`src/rtl/dma_arb_pkg.sv`:
```
package dma_arb_pkg;
  typedef enum logic {
    KIND_SINGLE = 1'b0,
    KIND_BURST  = 1'b1
  } svc_kind_e;
endpackage

```
`src/rtl/dma_req_filter.sv`:
```
module dma_req_filter #(
  parameter int NUM_CH = 8
) (
  input  logic [NUM_CH-1:0] chan_en,
  input  logic [NUM_CH-1:0] req_mask,
  input  logic [NUM_CH-1:0] burst_only,
  input  logic [NUM_CH-1:0] single_req,
  input  logic [NUM_CH-1:0] burst_req,
  input  logic [NUM_CH-1:0] sw_req,
  output logic [NUM_CH-1:0] set_single,
  output logic [NUM_CH-1:0] set_burst,
  output logic [NUM_CH-1:0] set_soft
);
  // One qualification slice per channel
  for (genvar ch = 0; ch < NUM_CH; ch++) begin : g_slice
    logic ext_ok;
    assign ext_ok         = chan_en[ch] & ~req_mask[ch];
    assign set_single[ch] = ext_ok & ~burst_only[ch] & single_req[ch];
    assign set_burst[ch]  = ext_ok & burst_req[ch];
    assign set_soft[ch]   = chan_en[ch] & sw_req[ch];
  end
endmodule

```
`src/rtl/dma_pend_store.sv`:
```
module dma_pend_store #(
  parameter int NUM_CH = 8
) (
  input  logic              clk,
  input  logic              rst_n,
  input  logic [NUM_CH-1:0] set_single,
  input  logic [NUM_CH-1:0] set_burst,
  input  logic [NUM_CH-1:0] set_soft,
  input  logic [NUM_CH-1:0] clr_ext,
  input  logic [NUM_CH-1:0] clr_soft,
  output logic [NUM_CH-1:0] pend_single,
  output logic [NUM_CH-1:0] pend_burst,
  output logic [NUM_CH-1:0] pend_soft
);
  // New requests win over a clear in the same cycle
  always_ff @(posedge clk or negedge rst_n) begin
    if (!rst_n) begin
      pend_single <= '0;
      pend_burst  <= '0;
      pend_soft   <= '0;
    end else begin
      pend_single <= (pend_single & ~clr_ext) | set_single;
      pend_burst  <= (pend_burst & ~clr_ext) | set_burst;
      pend_soft   <= (pend_soft & ~clr_soft) | set_soft;
    end
  end


  sw_hold_chk: assert property (@(posedge clk) disable iff (!rst_n)
    (($past(pend_soft & ~clr_soft) & ~pend_soft) == '0));
endmodule

```
`src/rtl/dma_prio_pick.sv`:
```
module dma_prio_pick #(
  parameter int NUM_CH = 8,
  parameter int CH_W   = (NUM_CH > 1) ? $clog2(NUM_CH) : 1
) (
  input  logic              clk,
  input  logic              rst_n,
  input  logic [NUM_CH-1:0] cand,
  input  logic [NUM_CH-1:0] hi_prio,
  output logic              pick_any,
  output logic [NUM_CH-1:0] pick_oh,
  output logic [CH_W-1:0]   pick_idx
);
  function automatic logic [NUM_CH-1:0] lowest_bit(input logic [NUM_CH-1:0] v);
    return v & (~v + NUM_CH'(1));
  endfunction

  function automatic logic [CH_W-1:0] encode(input logic [NUM_CH-1:0] oh);
    logic [CH_W-1:0] r;
    r = '0;
    for (int i = 0; i < NUM_CH; i++)
      if (oh[i]) r = r | CH_W'(i);
    return r;
  endfunction

  logic [NUM_CH-1:0] cand_hi;
  logic [NUM_CH-1:0] pool;
  logic              use_hi;

  assign cand_hi  = cand & hi_prio;
  assign use_hi   = |cand_hi;
  assign pool     = use_hi ? cand_hi : cand;
  assign pick_oh  = lowest_bit(pool);
  assign pick_idx = encode(pick_oh);
  assign pick_any = |cand;


  pick_hi_chk: assert property (@(posedge clk) disable iff (!rst_n)
    (|(cand & hi_prio)) |-> (|(pick_oh & hi_prio)));

  pick_subset_chk: assert property (@(posedge clk) disable iff (!rst_n)
    ((pick_oh & ~cand) == '0) && $onehot0(pick_oh));
endmodule

```
`src/rtl/dma_req_arbiter.sv`:
```
module dma_req_arbiter #(
  parameter int NUM_CH = 8,
  parameter int CH_W   = (NUM_CH > 1) ? $clog2(NUM_CH) : 1
) (
  input  logic              clk,
  input  logic              rst_n,
  input  logic              master_en,
  input  logic [NUM_CH-1:0] chan_en,
  input  logic [NUM_CH-1:0] req_mask,
  input  logic [NUM_CH-1:0] burst_only,
  input  logic [NUM_CH-1:0] hi_prio,
  input  logic [NUM_CH-1:0] single_req,
  input  logic [NUM_CH-1:0] burst_req,
  input  logic [NUM_CH-1:0] sw_req,
  input  logic              seq_idle,
  input  logic              svc_done,
  output logic              grant_vld,
  output logic [NUM_CH-1:0] grant_oh,
  output logic [CH_W-1:0]   grant_idx,
  output logic              grant_burst
);
  import dma_arb_pkg::*;

  logic [NUM_CH-1:0] set_single, set_burst, set_soft;
  logic [NUM_CH-1:0] pend_single, pend_burst, pend_soft;
  logic [NUM_CH-1:0] clr_ext, clr_soft, cand;
  logic [NUM_CH-1:0] pick_oh;
  logic [CH_W-1:0]   pick_idx;
  logic              pick_any;

  // Named events for the checks
  logic      in_service;
  logic      fire;
  logic      done_evt;
  svc_kind_e pick_kind;

  logic              gnt_vld_q;
  logic [NUM_CH-1:0] gnt_oh_q;
  logic [CH_W-1:0]   gnt_idx_q;
  svc_kind_e         gnt_kind_q;

  dma_req_filter #(.NUM_CH(NUM_CH)) u_filter (
    .chan_en(chan_en), .req_mask(req_mask), .burst_only(burst_only),
    .single_req(single_req), .burst_req(burst_req), .sw_req(sw_req),
    .set_single(set_single), .set_burst(set_burst), .set_soft(set_soft)
  );

  dma_pend_store #(.NUM_CH(NUM_CH)) u_pend (
    .clk(clk), .rst_n(rst_n),
    .set_single(set_single), .set_burst(set_burst), .set_soft(set_soft),
    .clr_ext(clr_ext), .clr_soft(clr_soft),
    .pend_single(pend_single), .pend_burst(pend_burst), .pend_soft(pend_soft)
  );

  assign cand = chan_en & ((pend_single & ~burst_only) | pend_burst | pend_soft);

  dma_prio_pick #(.NUM_CH(NUM_CH), .CH_W(CH_W)) u_pick (
    .clk(clk), .rst_n(rst_n), .cand(cand), .hi_prio(hi_prio),
    .pick_any(pick_any), .pick_oh(pick_oh), .pick_idx(pick_idx)
  );

  assign in_service = |gnt_oh_q;
  assign fire       = master_en & seq_idle & ~in_service & pick_any;
  assign done_evt   = in_service & svc_done;
  assign pick_kind  = (|(pick_oh & (pend_burst | pend_soft))) ? KIND_BURST : KIND_SINGLE;
  assign clr_ext    = done_evt ? gnt_oh_q : '0;
  assign clr_soft   = fire ? pick_oh : '0;

  always_ff @(posedge clk or negedge rst_n) begin
    if (!rst_n) begin
      gnt_vld_q  <= 1'b0;
      gnt_oh_q   <= '0;
      gnt_idx_q  <= '0;
      gnt_kind_q <= KIND_SINGLE;
    end else begin
      gnt_vld_q <= fire;
      if (fire) begin
        gnt_oh_q   <= pick_oh;
        gnt_idx_q  <= pick_idx;
        gnt_kind_q <= pick_kind;
      end else if (done_evt) begin
        gnt_oh_q <= '0;
      end
    end
  end

  assign grant_vld   = gnt_vld_q;
  assign grant_oh    = gnt_oh_q;
  assign grant_idx   = gnt_idx_q;
  assign grant_burst = (gnt_kind_q == KIND_BURST);


  grant_gate_chk: assert property (@(posedge clk) disable iff (!rst_n)
    grant_vld |-> $past(master_en && seq_idle));

  grant_pulse_chk: assert property (@(posedge clk) disable iff (!rst_n)
    grant_vld |=> !grant_vld);

  grant_onehot_chk: assert property (@(posedge clk) disable iff (!rst_n)
    $onehot0(grant_oh) && (!grant_vld || $countones(grant_oh) == 1));

  done_release_chk: assert property (@(posedge clk) disable iff (!rst_n)
    done_evt |=> (grant_oh == '0));

  grant_enabled_chk: assert property (@(posedge clk) disable iff (!rst_n)
    grant_vld |-> ((grant_oh & ~$past(chan_en)) == '0));

  for (genvar ch = 0; ch < NUM_CH; ch++) begin : g_chk

    burst_src_chk: assert property (@(posedge clk) disable iff (!rst_n)
      $rose(pend_burst[ch]) |-> $past(chan_en[ch] && !req_mask[ch] && burst_req[ch]));

    single_src_chk: assert property (@(posedge clk) disable iff (!rst_n)
      $rose(pend_single[ch]) |->
        $past(chan_en[ch] && !req_mask[ch] && !burst_only[ch] && single_req[ch]));

    soft_src_chk: assert property (@(posedge clk) disable iff (!rst_n)
      $rose(pend_soft[ch]) |-> $past(chan_en[ch] && sw_req[ch]));
  end
endmodule

```
`config.mk`:
```
export PLATFORM = sky130hd
export DESIGN_NAME = dma_req_arbiter
export DESIGN_NICKNAME = d
export VERILOG_FILES = /design/src/rtl/dma_arb_pkg.sv /design/src/rtl/dma_req_filter.sv /design/src/rtl/dma_pend_store.sv /design/src/rtl/dma_prio_pick.sv /design/src/rtl/dma_req_arbiter.sv
export SDC_FILE = /design/constraint.sdc
export NUM_CORES = 1
export LEC_CHECK = 0
export ABC_AREA = 1
export BUFFER_PORTS_ARGS = -buffer_cell sky130_fd_sc_hd__buf_2
export CORE_MARGIN = 2
export CORE_UTILIZATION = 35
export DETAILED_ROUTE_END_ITERATION = 16
export PLACE_DENSITY_LB_ADDON = 0.05
export SKIP_CTS_REPAIR_TIMING = 1
export SLEW_MARGIN = 20
export SYNTH_ARGS = -nofsm -noshare
export SYNTH_HDL_FRONTEND = slang
export SYNTH_SLANG_ARGS = --single-unit
```
`constraint.sdc`:
```
create_clock -name clk -period 5.3 [get_ports clk]
set_clock_uncertainty 0.1 [all_clocks]
set_input_delay 0.53 -clock clk [delete_from_list [all_inputs] [get_ports clk]]
set_output_delay 0.53 -clock clk [all_outputs]
set_load 0.02 [all_outputs]
```
==> metrics.log <==
[metrics] status: finished clean
[metrics] CTS tree: done
[metrics] initial antenna violation count: 0
[metrics] # H-tree levels: 2
[metrics] relative max-transition margin: 0.439
[metrics] vias after detailed routing: 2,029
[metrics] number of instances in the synthesized netlist: about 280
[metrics] DR pass1 iterations: 4
[metrics] number of placement rows: 28
[metrics] clk root buf: clkbuf_8
[metrics] die area: 0.00675 mm²
[metrics] highest attainable clock frequency: roughly 460 MHz
[metrics] worst setup timing slack at the placement stage: 3020 ps
[metrics] Synth async-reset ratio: 1.00
[metrics] Final Wtd Congestion: a little under 0.9
[metrics] cts bufs inserted: 5
[metrics] post-DR vias/cell: 4.68
[metrics] number of enable-type register cells in the synthesized netlist: 0
[metrics] number of DRC violations after detailed routing: 0
[metrics] Reg clk slew, reported paths: 70 ps
[metrics] placed cells: 428
[metrics] maximum number of buffers from clock root to sink: 2
[metrics] average routed wire per standard cell: 12.8 µm
[metrics] clock network latency to the later pin of the worst-skew pair: 290 ps
[metrics] Mapped Area: ~0.0021 mm²
[metrics] hpwl dp: between 4 and 5 mm
[metrics] worst setup slack for register-to-register paths: roughly 3100 ps
[metrics] sum of routed wire length over all layers: 5.57 mm
[metrics] average footprint of a synthesized cell: 7.58 µm²
[metrics] slew at the pin closest to its max-slew limit: 842 ps
[metrics] Routed Antenna Nets: 0
[metrics] arrival time at the worst endpoint: 2260 ps
[metrics] largest vdd supply drop: roughly 0.00022 V
[metrics] clock period minus final worst setup slack: 2160 ps
[metrics] ratio of final minimum period to clock period: 0.407
[metrics] leakage component of the power: 1.29 nW
[metrics] detailed router's first-iteration violation count: between 60 and 70
[metrics] Final nets: 421
[metrics] endpoint type of the worst setup path: flop
[metrics] Power Dens Cells: around 360 mW/mm²
[metrics] final count of negative-setup-slack endpoints: 0
[metrics] final worst hold slack: 240 ps
[metrics] vertical die dimension: approximately 80 µm
[metrics] Port Buf Inserts: 73
[metrics] maximum number of pins on one net before global-route repair: 38
[metrics] Cell variety after synth: 28
[metrics] floorplan die width: around 82 µm
[metrics] area growth from synthesis to layout: 24.5%
[metrics] setup repair after global routing missed its margin: no
[metrics] data required time at the worst endpoint: 5400 ps
[metrics] maxcap violations: 0
[metrics] Worst Slack Setup Final: 3140 ps
[metrics] count of yosys warnings during synthesis: 0
[metrics] final hold violation count: 0
[metrics] total I/O pin count: 74
[metrics] number of global-route vias before repair: 1,978
[metrics] Tightest Hold Check Type: primary input to async pin
[metrics] TNS Setup: 0 ps
[metrics] Pins Over Slew Limit: 0
[metrics] number of diodes added for antenna fixing: 0
[metrics] classification of the worst setup path: flop to flop
[metrics] total of flip-flops plus latches after synthesis: 37
[metrics] layout cells sized above 1: 0.331
[metrics] area inside the core boundary: 0.00592 mm²
[metrics] Overflow after GRT: 0
[metrics] fill cell count: ~660
[metrics] starting utilization of the core area: 0.361
[metrics] type of origin of the critical path: flop
[metrics] overall power: 0.958 mW
[metrics] top fanout value on the critical path: 17
[metrics] Synthesized Nets: around 340
[metrics] number of sinks on the clock net: 37
[metrics] first-pass GRT wire length: 9.02 mm
[metrics] Main synth FF type: dfrtp_1
[metrics] register area share after synthesis: 0.433
[metrics] total global routing track utilization: 0.178
[metrics] non-filler instance count after layout: about 430
-- worst paths after layout --
| path | startpoint | end | depth (start not counted) |
|---|---|---|---|
| worst max-delay path | grant_oh[0] | grant_oh[5] | 5 |
| worst min-delay path | rst_n | u_pend.pend_soft[0] | 1 |
| worst max register to register | grant_oh[0] | grant_oh[5] | 5 |
| worst min register to register | u_pend.pend_soft[3] | u_pend.pend_soft[3] | 2 |
| max in group asynchronous | rst_n | u_pend.pend_burst[6] | 1 |
| min in group clk | sw_req[3] | u_pend.pend_soft[3] | 3 |
-- critical path, stage by stage, from the launching register on --
cell and delay (ps):
dfrtp_1 420, nor4_1 370, nand2_1 110, nand2_1 450, nand2_1 350, o21ai_0 260
-- cells by family (layout without fill, tap and decap cells) --
family | after synthesis | in the layout | synth area share
AND/OR/NAND/NOR | 141 | 141 | 0.329
buffers and inverters | 51 | 128 | 0.0901
AO/OA/AOI/OAI | 53 | 53 | 0.148
flip-flops | 37 | 37 | 0.433
-- metrics by stage --
stage                util  instance area [µm²]
floorplan               -                 2140
global placement    0.437                 2590
detailed placement  0.437                 2590
CTS                 0.450                 2660
global route        0.450                 2660
finish              0.450                 2660
-- cells in the mapped netlist, types with 4 or more instances --
| library cell | instances | area share |
|---|---|---|
| or2_2 | 4 | 0.012 |
| nand2_2 | 7 | 0.020 |
| a22o_1 | 7 | 0.029 |
| nor2_4 | 4 | 0.021 |
| inv_1 | 35 | 0.061 |
| inv_2 | 6 | 0.011 |
| nand2_1 | 60 | 0.11 |
| a21oi_1 | 5 | 0.012 |
| nand3_1 | 21 | 0.049 |
| nand3_2 | 4 | 0.019 |
| nand3b_1 | 4 | 0.014 |
| nor2_2 | 10 | 0.029 |
| dfrtp_1 | 37 | 0.43 |
| clkinv_1 | 8 | 0.014 |
| o21ai_0 | 34 | 0.080 |
| nor2_1 | 20 | 0.035 |
-- layout by cell type, fill, tap and decap left out, types with 7 or more instances in the layout --
master    instances
a22o_1            7
inv_1            35
nor2_2           10
nand3_1          21
dfrtp_1          37
nor2_1           20
clkinv_1          8
buf_2            73
o21ai_0          34
nand2_2           7
nand2_1          60
-- final cells by class --
type,instances,area (µm²),share of cell area
timing repair buffer,73,365,0.137
inverter,49,184,0.0691
sequential,37,926,0.348
multi-input combinational,194,1020,0.383
tap,75,93.8,0.0352
clock buffer,5,68.8,0.0258
clock inverter,1,5.00,0.00188
-- power by group --
group          internal, mW  switching [mW]
clock                0.0865          0.0946
sequential            0.370          0.0551
combinational         0.116           0.236
total                 0.572           0.386
-- per-layer routing --
| metal | track usage | wire length (µm) |
|---|---|---|
| met1 | 0.245 | 2750 |
| met2 | 0.286 | 2490 |
| met3 | 0.0402 | 285 |
| met4 | 0.0450 | 46 |
| met5 | 0 | 0 |
-- flip-flops by register name (all words and copies together), names as in the netlist --
signal / flops
u_pend.pend_soft: 8
grant_idx: 3
grant_burst: 1
u_pend.pend_single: 8
u_pend.pend_burst: 8
grant_vld: 1
grant_oh: 8
Power figures use the tool's default switching activity.
